--- src/rtl/wdt_pkg.sv ---
package wdt_pkg;

   // True when v is a nonzero power of two
   function automatic bit is_pow2(input int unsigned v);
      return (v != 0) && ((v & (v - 1)) == 0);
   endfunction

endpackage

--- src/rtl/wdt_prescaler.sv ---
module wdt_prescaler
   import wdt_pkg::*;
#(
   parameter int unsigned DIV_FAST = 2,
   parameter int unsigned DIV_SLOW = 128
) (
   input  logic clk,
   input  logic rst_n,
   input  logic run,
   input  logic clr,
   input  logic slow,
   output logic tick
);

   localparam int unsigned PRE_W = $clog2(DIV_SLOW);

   logic [PRE_W-1:0] pre_q;

   generate
      if (is_pow2(DIV_FAST) && is_pow2(DIV_SLOW)) begin : g_tap
         // Power-of-two divisors: free-running count, tick when the low bits are all ones
         localparam logic [PRE_W-1:0] MASK_F = PRE_W'(DIV_FAST - 1);
         localparam logic [PRE_W-1:0] MASK_S = PRE_W'(DIV_SLOW - 1);
         logic [PRE_W-1:0] mask;
         assign mask = slow ? MASK_S : MASK_F;
         assign tick = run && ((pre_q & mask) == mask);

         always_ff @(posedge clk or negedge rst_n) begin
            if (!rst_n)     pre_q <= '0;
            else if (clr)   pre_q <= '0;
            else if (run)   pre_q <= pre_q + PRE_W'(1);
         end
      end else begin : g_cmp
         // General divisors: compare against the limit and restart
         logic [PRE_W-1:0] lim;
         assign lim  = slow ? PRE_W'(DIV_SLOW - 1) : PRE_W'(DIV_FAST - 1);
         assign tick = run && (pre_q >= lim);

         always_ff @(posedge clk or negedge rst_n) begin
            if (!rst_n)     pre_q <= '0;
            else if (clr)   pre_q <= '0;
            else if (run)   pre_q <= tick ? '0 : pre_q + PRE_W'(1);
         end
      end
   endgenerate

   AST_TICK_GAP: assert property (@(posedge clk) disable iff (!rst_n)
      tick |=> !tick) else $error("tick on consecutive cycles");

endmodule

--- src/rtl/wdt_counter.sv ---
module wdt_counter #(
   parameter int unsigned CNT_W = 16,
   parameter int unsigned RLD_W = 8
) (
   input  logic             clk,
   input  logic             rst_n,
   input  logic             hold,
   input  logic             tick,
   input  logic             svc_ok,
   input  logic [RLD_W-1:0] reload,
   output logic [CNT_W-1:0] count,
   output logic             ovf
);

   localparam int unsigned LOW_W = CNT_W - RLD_W;

   logic [CNT_W-1:0] cnt_q;

   assign ovf   = tick && (&cnt_q) && !hold;
   assign count = cnt_q;

   // Overflow outranks service; the hold pulse outranks everything
   always_ff @(posedge clk or negedge rst_n) begin
      if (!rst_n)              cnt_q <= '0;
      else if (hold || ovf)    cnt_q <= '0;
      else if (svc_ok)         cnt_q <= {reload, {LOW_W{1'b0}}};
      else if (tick)           cnt_q <= cnt_q + CNT_W'(1);
   end

   AST_SVC_LOAD: assert property (@(posedge clk) disable iff (!rst_n)
      (svc_ok && !ovf && !hold) |=> (cnt_q[LOW_W-1:0] == '0) && (cnt_q[CNT_W-1:LOW_W] == $past(reload)))
      else $error("service load wrong");
   AST_STEP_ONE: assert property (@(posedge clk) disable iff (!rst_n)
      (tick && !ovf && !svc_ok && !hold) |=> (cnt_q == $past(cnt_q) + CNT_W'(1)))
      else $error("counter step wrong");
   AST_OVF_WINS: assert property (@(posedge clk) disable iff (!rst_n)
      ovf |=> (cnt_q == '0)) else $error("overflow did not clear counter");
   AST_IDLE_HOLD: assert property (@(posedge clk) disable iff (!rst_n)
      (!tick && !svc_ok && !hold) |=> $stable(cnt_q)) else $error("counter moved without tick");

endmodule

--- src/rtl/wdt_ctrl.sv ---
module wdt_ctrl #(
   parameter int unsigned RLD_W     = 8,
   parameter int unsigned PULSE_LEN = 16
) (
   input  logic             clk,
   input  logic             rst_n,
   input  logic             ctl_wr,
   input  logic             ctl_slow,
   input  logic             reload_wr,
   input  logic [RLD_W-1:0] reload_din,
   input  logic             svc,
   input  logic             dis_req,
   input  logic             init_done,
   input  logic             ovf,
   output logic             hold,
   output logic             run,
   output logic             svc_ok,
   output logic             slow,
   output logic [RLD_W-1:0] reload,
   output logic             rst_req,
   output logic             rst_out_n
);

   localparam int unsigned PW = $clog2(PULSE_LEN + 1);

   logic [PW-1:0]    pulse_q, pulse_d;
   logic             en_q, lock_q, armed_q, slow_q, req_q, out_q;
   logic [RLD_W-1:0] reload_q;

   assign hold      = (pulse_q != '0);
   assign run       = en_q && !hold;
   assign svc_ok    = svc && armed_q && !hold;
   assign slow      = slow_q;
   assign reload    = reload_q;
   assign rst_req   = req_q;
   assign rst_out_n = out_q;

   assign pulse_d = ovf  ? PW'(PULSE_LEN) :
                    hold ? pulse_q - PW'(1) : '0;

   always_ff @(posedge clk or negedge rst_n) begin
      if (!rst_n) begin
         pulse_q  <= '0;
         out_q    <= 1'b1;
         req_q    <= 1'b0;
         en_q     <= 1'b1;
         lock_q   <= 1'b0;
         armed_q  <= 1'b0;
         slow_q   <= 1'b0;
         reload_q <= '0;
      end else begin
         pulse_q <= pulse_d;
         out_q   <= (pulse_d == '0);
         req_q   <= ovf;
         if (hold) begin
            en_q     <= 1'b1;
            lock_q   <= 1'b0;
            armed_q  <= 1'b0;
            slow_q   <= 1'b0;
            reload_q <= '0;
         end else begin
            if (reload_wr)            reload_q <= reload_din;
            if (ctl_wr)               slow_q   <= ctl_slow;
            if (svc_ok)               armed_q  <= 1'b0;
            else if (ctl_wr)          armed_q  <= 1'b1;
            if (init_done)            lock_q   <= 1'b1;
            if (dis_req && !lock_q)   en_q     <= 1'b0;
         end
      end
   end

   AST_REQ_START: assert property (@(posedge clk) disable iff (!rst_n)
      ovf |=> (rst_req && !rst_out_n)) else $error("overflow gave no reset");
   AST_REQ_SINGLE: assert property (@(posedge clk) disable iff (!rst_n)
      rst_req |=> !rst_req) else $error("reset request longer than one cycle");
   AST_LOCK_STICKY: assert property (@(posedge clk) disable iff (!rst_n)
      (lock_q && !hold) |=> lock_q) else $error("lock dropped");
   AST_EN_LOCKED: assert property (@(posedge clk) disable iff (!rst_n)
      (lock_q && en_q && !hold) |=> en_q) else $error("disabled after lock");
   AST_OFF_STAYS: assert property (@(posedge clk) disable iff (!rst_n)
      (!en_q && !hold) |=> !en_q) else $error("watchdog re-enabled");
   AST_PULSE_DISARM: assert property (@(posedge clk) disable iff (!rst_n)
      hold |=> !armed_q) else $error("armed during pulse");

endmodule

--- src/rtl/wdt_supervisor.sv ---
module wdt_supervisor #(
   parameter int unsigned CNT_W     = 16,
   parameter int unsigned RLD_W     = 8,
   parameter int unsigned DIV_FAST  = 2,
   parameter int unsigned DIV_SLOW  = 128,
   parameter int unsigned PULSE_LEN = 16
) (
   input  logic             clk,
   input  logic             rst_n,
   input  logic             ctl_wr,
   input  logic             ctl_slow,
   input  logic             reload_wr,
   input  logic [RLD_W-1:0] reload_din,
   input  logic             svc,
   input  logic             dis_req,
   input  logic             init_done,
   output logic [CNT_W-1:0] count,
   output logic             rst_req,
   output logic             rst_out_n
);

   generate
      if (RLD_W == 0 || RLD_W >= CNT_W) begin : g_bad_width
         $error("RLD_W must be between 1 and CNT_W-1");
      end
      if (DIV_FAST < 2 || DIV_SLOW <= DIV_FAST) begin : g_bad_div
         $error("need 2 <= DIV_FAST < DIV_SLOW");
      end
      if (PULSE_LEN < 1) begin : g_bad_pulse
         $error("PULSE_LEN must be at least 1");
      end
   endgenerate

   logic             hold, run, svc_ok, slow, tick, ovf;
   logic [RLD_W-1:0] reload;

   wdt_ctrl #(.RLD_W(RLD_W), .PULSE_LEN(PULSE_LEN)) u_ctrl (
      .clk, .rst_n, .ctl_wr, .ctl_slow, .reload_wr, .reload_din,
      .svc, .dis_req, .init_done, .ovf,
      .hold, .run, .svc_ok, .slow, .reload, .rst_req, .rst_out_n
   );

   wdt_prescaler #(.DIV_FAST(DIV_FAST), .DIV_SLOW(DIV_SLOW)) u_pre (
      .clk, .rst_n, .run, .clr(hold || svc_ok), .slow, .tick
   );

   wdt_counter #(.CNT_W(CNT_W), .RLD_W(RLD_W)) u_cnt (
      .clk, .rst_n, .hold, .tick, .svc_ok, .reload, .count, .ovf
   );

   AST_PULSE_ZERO: assert property (@(posedge clk) disable iff (!rst_n)
      !rst_out_n |-> (count == '0)) else $error("count nonzero during pulse");

endmodule

--- config.mk ---
export PLATFORM = sky130hd
export DESIGN_NAME = wdt_supervisor
export DESIGN_NICKNAME = d
export VERILOG_FILES = /design/src/rtl/wdt_pkg.sv /design/src/rtl/wdt_prescaler.sv /design/src/rtl/wdt_counter.sv /design/src/rtl/wdt_ctrl.sv /design/src/rtl/wdt_supervisor.sv
export SDC_FILE = /design/constraint.sdc
export NUM_CORES = 1
export LEC_CHECK = 0
export ABC_AREA = 1
export BUFFER_PORTS_ARGS = -buffer_cell sky130_fd_sc_hd__buf_2
export CORE_UTILIZATION = 53
export CTS_CLUSTER_SIZE = 16
export DETAILED_ROUTE_END_ITERATION = 7
export GPL_TIMING_DRIVEN = 0
export PLACE_DENSITY = 0.76
export SETUP_SLACK_MARGIN = 0.02
export SLEW_MARGIN = 20
export SYNTH_ARGS = -nofsm -noshare
export SYNTH_HDL_FRONTEND = slang
export SYNTH_SLANG_ARGS = --single-unit
--- constraint.sdc ---
create_clock -name clk -period 2.2 [get_ports clk]
set_clock_uncertainty 0.1 [all_clocks]
set_input_delay 0.22 -clock clk [delete_from_list [all_inputs] [get_ports clk]]
set_output_delay 0.22 -clock clk [all_outputs]
set_load 0.005 [all_outputs]
==> results of run 1 <==
## logic make-up (layout without fill, tap and decap cells)
| family | after synthesis | in the layout |
|---|---|---|
| buffers and inverters | 42 | 83 |
| DFF | 42 | 42 |
| AOI/OAI and AO/OA | 24 | 24 |
| xor gates and xnor gates | 5 | 5 |
| adders and majority gates | 3 | 3 |
| and+or+nand+nor | 188 | 188 |
## state kept, by name, summed over array words and instances, names as in the netlist
| signal | count |
|---|---|
| u_ctrl.armed_q | 1 |
| u_ctrl.lock_q | 1 |
| u_ctrl.slow | 1 |
| u_pre.pre_q | 7 |
| u_ctrl.rst_out_n | 1 |
| u_ctrl.rst_req | 1 |
| u_cnt.count | 16 |
| u_ctrl.en_q | 1 |
| u_ctrl.reload | 8 |
| u_ctrl.pulse_q | 5 |
## power by group through the flow
stage / logic [uW] / clock network, uW / registers, uW
after floorplan: 364 / 0 / 1060
after global placement: 538 / 0 / 1080
after detailed placement: 556 / 0 / 1080
after CTS: 560 / 612 / 1070
after global routing: 654 / 644 / 1100
final: 554 / 592 / 1070
## layout make-up
type                    count  area [um2]
fillers                   382        1450
multi-input cells         220        1060
flip-flops and latches     42        1050
repair buffers             33         170
inverters                  36         139
clock buffers               7        76.3
well taps                  50        62.6
plain buffers               6        40.0
clock inverters             1        30.0
## routing by layer
layer	share of wire [%]	wire length, um	up-vias	track usage (%)
li1	-	-	1034	-
met1	48	2250	932	30.1
met2	47	2200	36	39.9
met3	3.8	177	5	6.08
met4	1.1	53	0	7.71
met5	0	0	-	0
## cells in the mapped netlist (all sizes together)
master and number:
xor2 4, a211oi 2, or2 2, a311oi 1
nand2 109, clkbuf 1, a21oi 8, nor3 6
nor3b 1, a21o 1, buf 5, and3 1
xnor2 1, dfrtp 40, o21ai 12, nand4 4
nand3b 1, nor2 37, clkinv 2, nand3 27
inv 34, ha 3, dfstp 2
## placed cells by master, fill, tap and decap left out, types with 2 or more instances in the layout
master,synthesis,routed
a211oi_1,2,2
buf_6,2,2
nor2_1,30,30
a21oi_1,7,7
nand3_1,25,25
nand2_1,108,108
nor3_1,6,6
or2_2,2,2
ha_1,3,3
nor2_2,2,2
clkbuf_1,1,3
xor2_1,4,4
clkbuf_8,0,5
dfstp_2,2,2
o21ai_0,12,12
dfrtp_1,40,40
buf_2,2,34
nor2_4,5,5
nand3_2,2,2
nand4_1,4,4
inv_1,34,34
## repair_timing
| item | in CTS | in global routing |
|---|---|---|
| gates resized for setup | 0 | 1 |
| hold endpoints to repair | 21 | 0 |
| setup endpoints to repair | 0 | 2 |
| hold buffers | 1 | 0 |
## critical path, delay by kind of cell (launching register included)
| family | cells | cell delay [ns] |
|---|---|---|
| fa+ha+maj | 1 | 0.27 |
| buf+inv | 2 | 0.34 |
| flops | 1 | 0.36 |
| simple gates | 6 | 0.76 |
## how the worst max path moves through the flow
stage / end / startpoint / slack [ns] / cells past startpoint
floorplan: u_cnt.count[6] / u_ctrl.pulse_q[0] / 0.53 / 10
global placement: u_cnt.count[13] / u_ctrl.pulse_q[0] / 0.28 / 9
detailed placement: u_cnt.count[13] / u_ctrl.pulse_q[0] / 0.24 / 9
CTS: u_cnt.count[13] / u_ctrl.pulse_q[0] / 0.19 / 9
global route: u_cnt.count[11] / u_ctrl.pulse_q[0] / 0.07 / 9
finish: u_cnt.count[13] / u_ctrl.pulse_q[0] / 0.25 / 9
## through the flow
stage	util (%)	cells
after floorplan	-	304
after global placement	61.5	386
after detailed placement	61.5	386
after CTS	64.4	395
after global routing	64.5	395
final	64.5	395
==> summary.md, run 1 <==
| Metric | Value |
|---|---|
| Portion of netlist area occupied by mux cells | `0%` |
| Vias in the first global route | `1864` |
| RSZ-0062 raised after global routing | `no` |
| DR vias/cell | `5.08` |
| Clock buffer count from CTS | `5` |
| Simple-gate portion of the synthesized area | `36.6%` |
| Distinct cells, synth | `30` |
| H-Tree Depth | `2` |
| Antenna-violating nets left | `0` |
| Post-synthesis adder-cell area fraction | `1.64%` |
| Initial antenna violation count | `0` |
| Hold endpoint | `u_ctrl.reload[6]` |
| Final RePlAce weighted congestion | `0.859` |
| Synthesis-stage register bit count | `42` |
| Internal power | `1480 uW` |
| Synth area leaders | `dfrtp_1 (44%), nand2_1 (18%), inv_1 (5.6%)` |
| Final-stage net count | `363` |
| Root Buffer | `clkbuf_8` |
| Total clock sinks | `42` |
| Ant diodes | `0` |
| Width of the die | `67.8 um` |
| Worst-Margin Slew | `0.921 ns` |
| CTS max path bufs | `2` |
| Crit Path Class | `reg -> reg` |
| Critical path's largest stage delay | `0.36 ns` |
| DP HPWL | `3350 um` |
| Final worst slack | `0.254 ns` |
| Die Y | `67.8 um` |
| Crit path launch type | `flip-flop` |
| Slowest cell on the critical path | `dfrtp_1` |
| Min Hold Slack | `0.0594 ns` |
| Share of power burned in registers | `48.4%` |
| Leak | `0.00142 uW` |
| CP endpoint kind | `flip-flop` |
| CP cell instances | `inv_1, ha_1, nand3b_4, nor2_4, clkinvlp_4, nand3_1, nand2_1, nand2_1, nand2_1` |
| IR drop worst, VDD | `0.469 mV` |
| Hold path depth | `3` |
| Worst r2r dst | `u_cnt.count[13]` |
| Crit path DAT | `2.03 ns` |
| Core area | `4090 um2` |
| Slew HR | `38.6%` |
| Port buffer count | `32` |
| Largest family of logic cells by synthesized area | `simple AND/OR/NAND/NOR gates` |
| Clock transition at path regs | `0.08 ns` |
| Worst Hold Class | `in -> reg` |
| Largest fanout on the critical path | `9` |
| Area Growth Syn to Fin | `15.0%` |
| Largest area contributor in the netlist | `dfrtp_1` |
| Largest net degree at the start of global routing | `43` |
| First-pass GRT wire length | `8150 um` |
| Reg2Reg Depth | `9` |
| Worst skew pair latency | `0.29 ns` |
| # IOs | `34` |
| Worst hold start | `reload_din[6]` |
| Max Fclk | `514 MHz` |
| Pwr dens | `842 nW/um2` |
| Initial Util | `56.1%` |
| Vias | `2007` |
| Tot GR Track Use | `24.0%` |
| Final hold violation count | `0` |
| DRT iter0 DRCs | `102` |
| Status | `finished, final reports clean` |
| Post-detailed-route wirelength per cell | `11.9 um` |
| Clock Power Share | `26.7%` |
| Synth Warn # | `0` |
| Setup Total Neg Slack | `0 ns` |
| Setup repair bufs after CTS | `0` |
| Layout cell share with drive strength beyond 1 | `17.1%` |
| Mapped Area | `2290 um2` |
| GRT Residual Overflow | `0` |
| Number of iterations in the first detailed-routing pass | `4` |
| Final period util | `88.4%` |
| Finished Cell Area | `2640 um2` |
| XOR/XNOR Fraction of Synth Area | `1.91%` |
| Seq/Total Area, Yosys | `46.0%` |
| Area fraction in compound gates after synthesis | `6.22%` |
| Die area | `4590 um2` |
| FF-to-FF Start | `u_ctrl.pulse_q[0]` |
| Placed cell area | `2510 um2` |
| Mean Syn Cell Area | `7.54 um2` |
| Tmin final | `1.95 ns` |
| Syn Inst Count | `304` |
| Net Sw Frac | `33.2%` |
| Overall power | `2220 uW` |
| Worst EP required | `2.28 ns` |
| FP Rows | `23` |
| Slew Viols, Final | `0` |
| Net switching power | `737 uW` |
| Flop-to-flop setup slack | `0.25 ns` |
| Top-area cell type share of the netlist area | `43.7%` |
| Max-cap violation count | `0` |
| Critical path's most frequent cell | `nand2_1` |
| Pre-CTS setup slack | `0.242 ns` |
| Comb pwr share | `24.9%` |
| Final setup vio count | `0` |
| Drt drc | `0` |
| Routed WL | `4680 um` |
| Synthesized Nets | `323` |
| CTS tree | `done` |
Note: power is estimated with default switching activity, not from simulation.
==> inputs of run 2 (changes only) <==
Settings changed: ABC_AREA 1 to not set, PLACE_DENSITY 0.76 to 0.77.
==> run 2 against run 1 <==
Net effect:
- the flow now finishes with violations (negative setup slack)
- sequential share of layout area up 0.33 points
- non-clock buffer count grew 10
- largest cell class unchanged
- critical endpoint is now u_cnt.count[8]
- hold slack worse by 0.0058 ns
- first-iteration DRC count grew 81%
- utilization is 5.3 points higher
- clock-buffer cell count shrank 1
- via count is 7.7% lower
- clock power rose by 2%
- critical path depth down 3
- register-to-register slack worse by 0.28 ns
- setup slack worse by 0.28 ns
- wire length rose by 1.6%
==> summary.md, run 2 <==
| Metric | Value |
|---|---|
| Most common cell after layout, fill and taps aside | `dfrtp_1` |
| Final worst slack | `-0.0245 ns` |
| Max-cap violation count | `0` |
| Die Y | `65.0 um` |
| First-pass GRT wire length | `8340 um` |
| Slew HR | `39.9%` |
| Drt drc | `0` |
| Worst skew pair latency | `0.30 ns` |
| CTS tree | `done` |
| Slew Viols, Final | `0` |
| Die area | `4220 um2` |
| Root Buffer | `clkbuf_8` |
| H-Tree Depth | `2` |
| Width of the die | `65.0 um` |
| Vias in the first global route | `1813` |
| Number of iterations in the first detailed-routing pass | `4` |
| Area Growth Syn to Fin | `24.3%` |
| Post-detailed-route wirelength per cell | `15.1 um` |
| Mapped Area | `2100 um2` |
| Mean Syn Cell Area | `9.60 um2` |
| Largest net degree at the start of global routing | `43` |
| Ant diodes | `0` |
| Crit Path Class | `reg -> reg` |
| Initial Util | `56.2%` |
| Worst Hold Class | `in -> reg` |
| Largest area contributor in the netlist | `dfrtp_1` |
| CTS max path bufs | `2` |
| FP Rows | `22` |
| Post-synth top cells | `dfrtp_1 (40), nor2_1 (35), nand2_1 (20)` |
| Most frequent cells in the layout | `dfrtp_1 (40), nor2_1 (34), buf_2 (33)` |
| Crit path DAT | `2.30 ns` |
| Distinct cells, synth | `42` |
| Seq/Total Area, Yosys | `50.1%` |
| # IOs | `34` |
| Failing checks | `negative setup slack` |
| Core area | `3740 um2` |
| Clock transition at path regs | `0.07 ns` |
| Finished Cell Area | `2610 um2` |
| Syn Inst Count | `219` |
| Largest register FFs | `16` |
| GRT Residual Overflow | `0` |
| Tmin final | `2.22 ns` |
| Primary FF master, synth | `dfrtp_1` |
| Final RePlAce weighted congestion | `0.881` |
| Pwr dens | `744 nW/um2` |
| Leak | `0.00120 uW` |
| Worst EP required | `2.28 ns` |
| Worst-Margin Slew | `0.901 ns` |
| DR vias/cell | `5.88` |
| Crit path launch type | `flip-flop` |
| Port buffer count | `32` |
| Overall power | `1940 uW` |
| Tot GR Track Use | `25.7%` |
| Number of flops mapped to enable cells by yosys | `0` |
| Largest fanout on the critical path | `5` |
| Top-area cell type share of the netlist area | `47.6%` |
| Total clock sinks | `42` |
| Asr flop ratio synth | `100%` |
| IR drop worst, VDD | `0.745 mV` |
| Status | `complete, but fails checks` |
| Final hold violation count | `0` |
| Synthesis-stage register bit count | `42` |
| Final setup vio count | `3` |
| Vias | `1852` |
| Setup Total Neg Slack | `-0.0540 ns` |
| DP HPWL | `3210 um` |
| Most numerous cell in the Yosys netlist | `dfrtp_1` |
| Synth Warn # | `0` |
| Clock buffer count from CTS | `5` |
| DRT iter0 DRCs | `185` |
| # fillers | `317` |
| Synth area leaders | `dfrtp_1 (48%), nor2_1 (6.2%), mux2i_1 (5.2%)` |
| Placed cell area | `2330 um2` |
| Layout cell share with drive strength beyond 1 | `26.2%` |
| Final period util | `101%` |
| RSZ-0062 raised after global routing | `yes` |
| Initial antenna violation count | `0` |
| CP endpoint kind | `flip-flop` |
| Synthesized Nets | `238` |
| Routed WL | `4760 um` |
| Max Fclk | `450 MHz` |
| Antenna-violating nets left | `0` |
| Final-stage net count | `285` |
[run 2: layout make-up]
class	instances	area [um2]	share of cell area (%)
repair buffers	41	230	8.81
inverters	4	15.0	0.574
multi-input cells	164	1100	42.0
well taps	48	60.1	2.30
clock inverters	2	37.5	1.44
plain buffers	8	47.5	1.82
clock buffers	6	72.6	2.78
flip-flops and latches	42	1050	40.3
[run 2: report_power, final]
group | switching, uW | internal (uW) | leakage (uW) | total (uW)
combinational | 202 | 166 | 0.000602 | 369
clock | 263 | 339 | 0.0000514 | 602
sequential | 114 | 860 | 0.000542 | 974
[run 2: kinds of logic after synthesis]
| logic type | share of synthesized area, % |
|---|---|
| compound gates | 13.8 |
| xor+xnor | 3.75 |
| fa+ha+maj | 1.78 |
| buf+inv | 2.50 |
| flops | 50.1 |
| mux | 5.24 |
| simple gates | 22.8 |
[run 2: metrics by stage]
stage | hold WS [ns] | std cells | utilization (%) | setup slack [ns]
6_report | 0.0536 | 315 | 69.8 | -0.0245
4_1_cts | 0.0517 | 315 | 68.6 | -0.108
5_1_grt | 0.0787 | 315 | 69.8 | -0.0580
3_5_place_dp | 0.299 | 299 | 62.2 | -0.299
2_1_floorplan | -0.176 | 219 | - | -0.0375
3_3_place_gp | 0.297 | 299 | 62.2 | -0.278
[run 2: worst paths after layout]
| kind | endpoint | slack [ns] | startpoint | depth (start not counted) |
|---|---|---|---|---|
| min in group asynchronous | u_cnt.count[5] | 0.48 | rst_n | 2 |
| max | u_cnt.count[8] | -0.02 | u_ctrl.pulse_q[1] | 6 |
| min reg2reg | u_ctrl.lock_q | 0.40 | u_ctrl.lock_q | 2 |
| min | u_ctrl.lock_q | 0.05 | init_done | 3 |
| max in group asynchronous | u_ctrl.slow | 0.94 | rst_n | 2 |
| max reg2reg | u_cnt.count[8] | -0.02 | u_ctrl.pulse_q[1] | 6 |
[run 2: per-layer routing]
metal	GRT usage [%]	vias to the layer above	share of wire, %
li1	-	892	-
met2	40.2	65	47
met4	10.0	0	1.7
met1	35.0	885	45
met5	0	-	0
met3	4.58	10	6.2
[run 2: worst max-delay path: stages (launching register included)]
cell and delay, ns:
dfrtp_1 0.41, inv_2 0.08, ha_4 0.12, or4b_4 0.49
or3_4 0.43, o211a_4 0.28, a32o_1 0.21
[run 2: what timing repair did]
action	4_1_cts	5_1_grt
hold endpoints to repair	40	0
pin swaps	8	8
buffers inserted	7	1
endpoints found under the setup margin	25	24
hold buffers	1	0
gates resized for setup	20	13
==> inputs of run 3 (changes only) <==
Settings changed: CORE_UTILIZATION 53 to 50, PLACE_DENSITY 0.77 to 0.76.
Clock period 2.2 ns to 1.92 ns, I/O delays scaled along.
==> run 3 against run 2 <==
Net effect:
- the flow still finishes with violations (negative setup slack)
- clock-buffer cell count grew 1
- flip-flop and latch count did not move
- combinational power grew 14%
- register-to-register slack lost 0.28 ns
- wire length increased by 0.36%
- critical path type unchanged
==> summary.md, run 3 (synthesis gave the netlist of run 2 again) <==
| Metric | Value |
|---|---|
| Critical path buffers and inverters | `1` |
| Slew Viols, Final | `0` |
| Die Y | `66.9 um` |
| Final hold violation count | `0` |
| Tot GR Track Use | `23.8%` |
| Worst-Margin Slew | `0.908 ns` |
| Pwr dens | `850 nW/um2` |
| Area Growth Syn to Fin | `23.7%` |
| Finished Cell Area | `2600 um2` |
| IR drop worst, VDD | `0.463 mV` |
| Clock buffer count from CTS | `5` |
| Ant diodes | `0` |
| # fillers | `332` |
| Final core utilization | `64.6%` |
| Core area | `4030 um2` |
| Final-stage net count | `286` |
| Final setup vio count | `19` |
| Max Fclk | `449 MHz` |
| Final worst slack | `-0.306 ns` |
| DP HPWL | `3290 um` |
| Failing checks | `negative setup slack` |
| Max-cap violation count | `0` |
| Antenna-violating nets left | `0` |
| DRT iter0 DRCs | `164` |
| Final RePlAce weighted congestion | `0.914` |
| Slowest cell on the critical path | `or4b_4` |
| Tmin final | `2.23 ns` |
| Worst skew pair latency | `0.30 ns` |
| Status | `complete, but fails checks` |
| Largest register FFs | `16` |
| Overall power | `2210 uW` |
| DR vias/cell | `5.72` |
| Drt drc | `0` |
| Root Buffer | `clkbuf_8` |
| CTS max path bufs | `2` |
| Port buffer count | `32` |
| FP Rows | `23` |
| H-Tree Depth | `2` |
| Final period util | `116%` |
| Number of iterations in the first detailed-routing pass | `4` |
| Largest fanout on the critical path | `6` |
| Vias in the first global route | `1669` |
| CP endpoint kind | `flip-flop` |
| RSZ-0062 raised after global routing | `yes` |
| Critical path's largest stage delay | `0.52 ns` |
| GRT Residual Overflow | `0` |
| Min Hold Slack | `0.00972 ns` |
| Most common cell after layout, fill and taps aside | `dfrtp_1` |
| Pre-CTS setup slack | `-0.559 ns` |
| Crit path DAT | `2.30 ns` |
| Post-detailed-route wirelength per cell | `15.0 um` |
| Initial antenna violation count | `0` |
| # IOs | `34` |
| Vias | `1818` |
| Clock transition at path regs | `0.08 ns` |
| CTS tree | `done` |
| Worst Hold Class | `in -> reg` |
| Largest net degree at the start of global routing | `43` |
| Most frequent cells in the layout | `dfrtp_1 (40), nor2_1 (34), buf_2 (33)` |
| Initial Util | `52.2%` |
| Layout cell share with drive strength beyond 1 | `26.1%` |
| Total clock sinks | `42` |
| Slew HR | `39.4%` |
| Routed WL | `4780 um` |
| Crit Path Class | `reg -> reg` |
| Leak | `0.00120 uW` |
| CP cell instances | `inv_2, ha_4, or4b_4, or3_4, o211a_4, a32o_1` |
| Worst EP required | `2.00 ns` |
| Crit-path leading delay family | `simple AND/OR/NAND/NOR gates` |
| Width of the die | `66.9 um` |
| First-pass GRT wire length | `7810 um` |
| Crit path launch type | `flip-flop` |
| Die area | `4470 um2` |
| Placed cell area | `2330 um2` |
[run 3: cell count changes in the layout (fill, tap and decap cells not counted), sizes merged]
cell and delta:
clkbuf +1, buf +1, clkinvlp -1
[run 3: through the flow]
step	TNS [ns]	instances
after floorplan	-4.49	219
after CTS	-6.09	312
after global placement	-10.96	301
final	-4.51	318
after detailed placement	-10.76	301
after global routing	-5.81	318
[run 3: layout make-up]
type | count | area, um2 | area share, %
clock inverter | 1 | 30.0 | 1.15
sequential | 42 | 1050 | 40.5
timing repair buffer | 42 | 241 | 9.28
clock buffer | 7 | 76.3 | 2.93
multi-input combinational | 164 | 1080 | 41.5
inverter | 4 | 15.0 | 0.577
tap | 50 | 62.6 | 2.41
buffer | 8 | 43.8 | 1.68
[run 3: routing by layer]
layer | vias up | track usage [%] | wire length [um]
li1 | 890 | - | -
met2 | 41 | 36.0 | 2280
met5 | - | 0 | 0
met3 | 7 | 5.82 | 207
met1 | 880 | 32.2 | 2210
met4 | 0 | 10.4 | 74
[run 3: worst min-delay path: cells and delay by family]
kind,cells,cell delay (ns)
and+or+nand+nor,2,0.10
buffers and inverters,1,0.07
[run 3: worst paths after layout]
check	from	end	slack [ns]	cells past startpoint
max	u_ctrl.pulse_q[0]	u_cnt.count[8]	-0.31	6
min	init_done	u_ctrl.lock_q	0.01	3
max reg2reg	u_ctrl.pulse_q[0]	u_cnt.count[8]	-0.31	6
min reg2reg	u_ctrl.lock_q	u_ctrl.lock_q	0.40	2
max in group asynchronous	rst_n	u_cnt.count[10]	0.69	2
min in group asynchronous	rst_n	u_cnt.count[15]	0.46	2
[run 3: repair_timing]
action,CTS,global route
pin swaps,3,7
hold buffers,1,0
buffers inserted,2,7
gates resized for setup,17,15
setup endpoints to repair,37,32
hold endpoints to repair,40,0
[run 3: power by group]
group | leakage (uW) | switching, uW | total (uW) | internal, uW
registers | 0.000542 | 121 | 1110 | 986
logic | 0.000606 | 224 | 421 | 197
clock network | 0.0000524 | 295 | 684 | 389
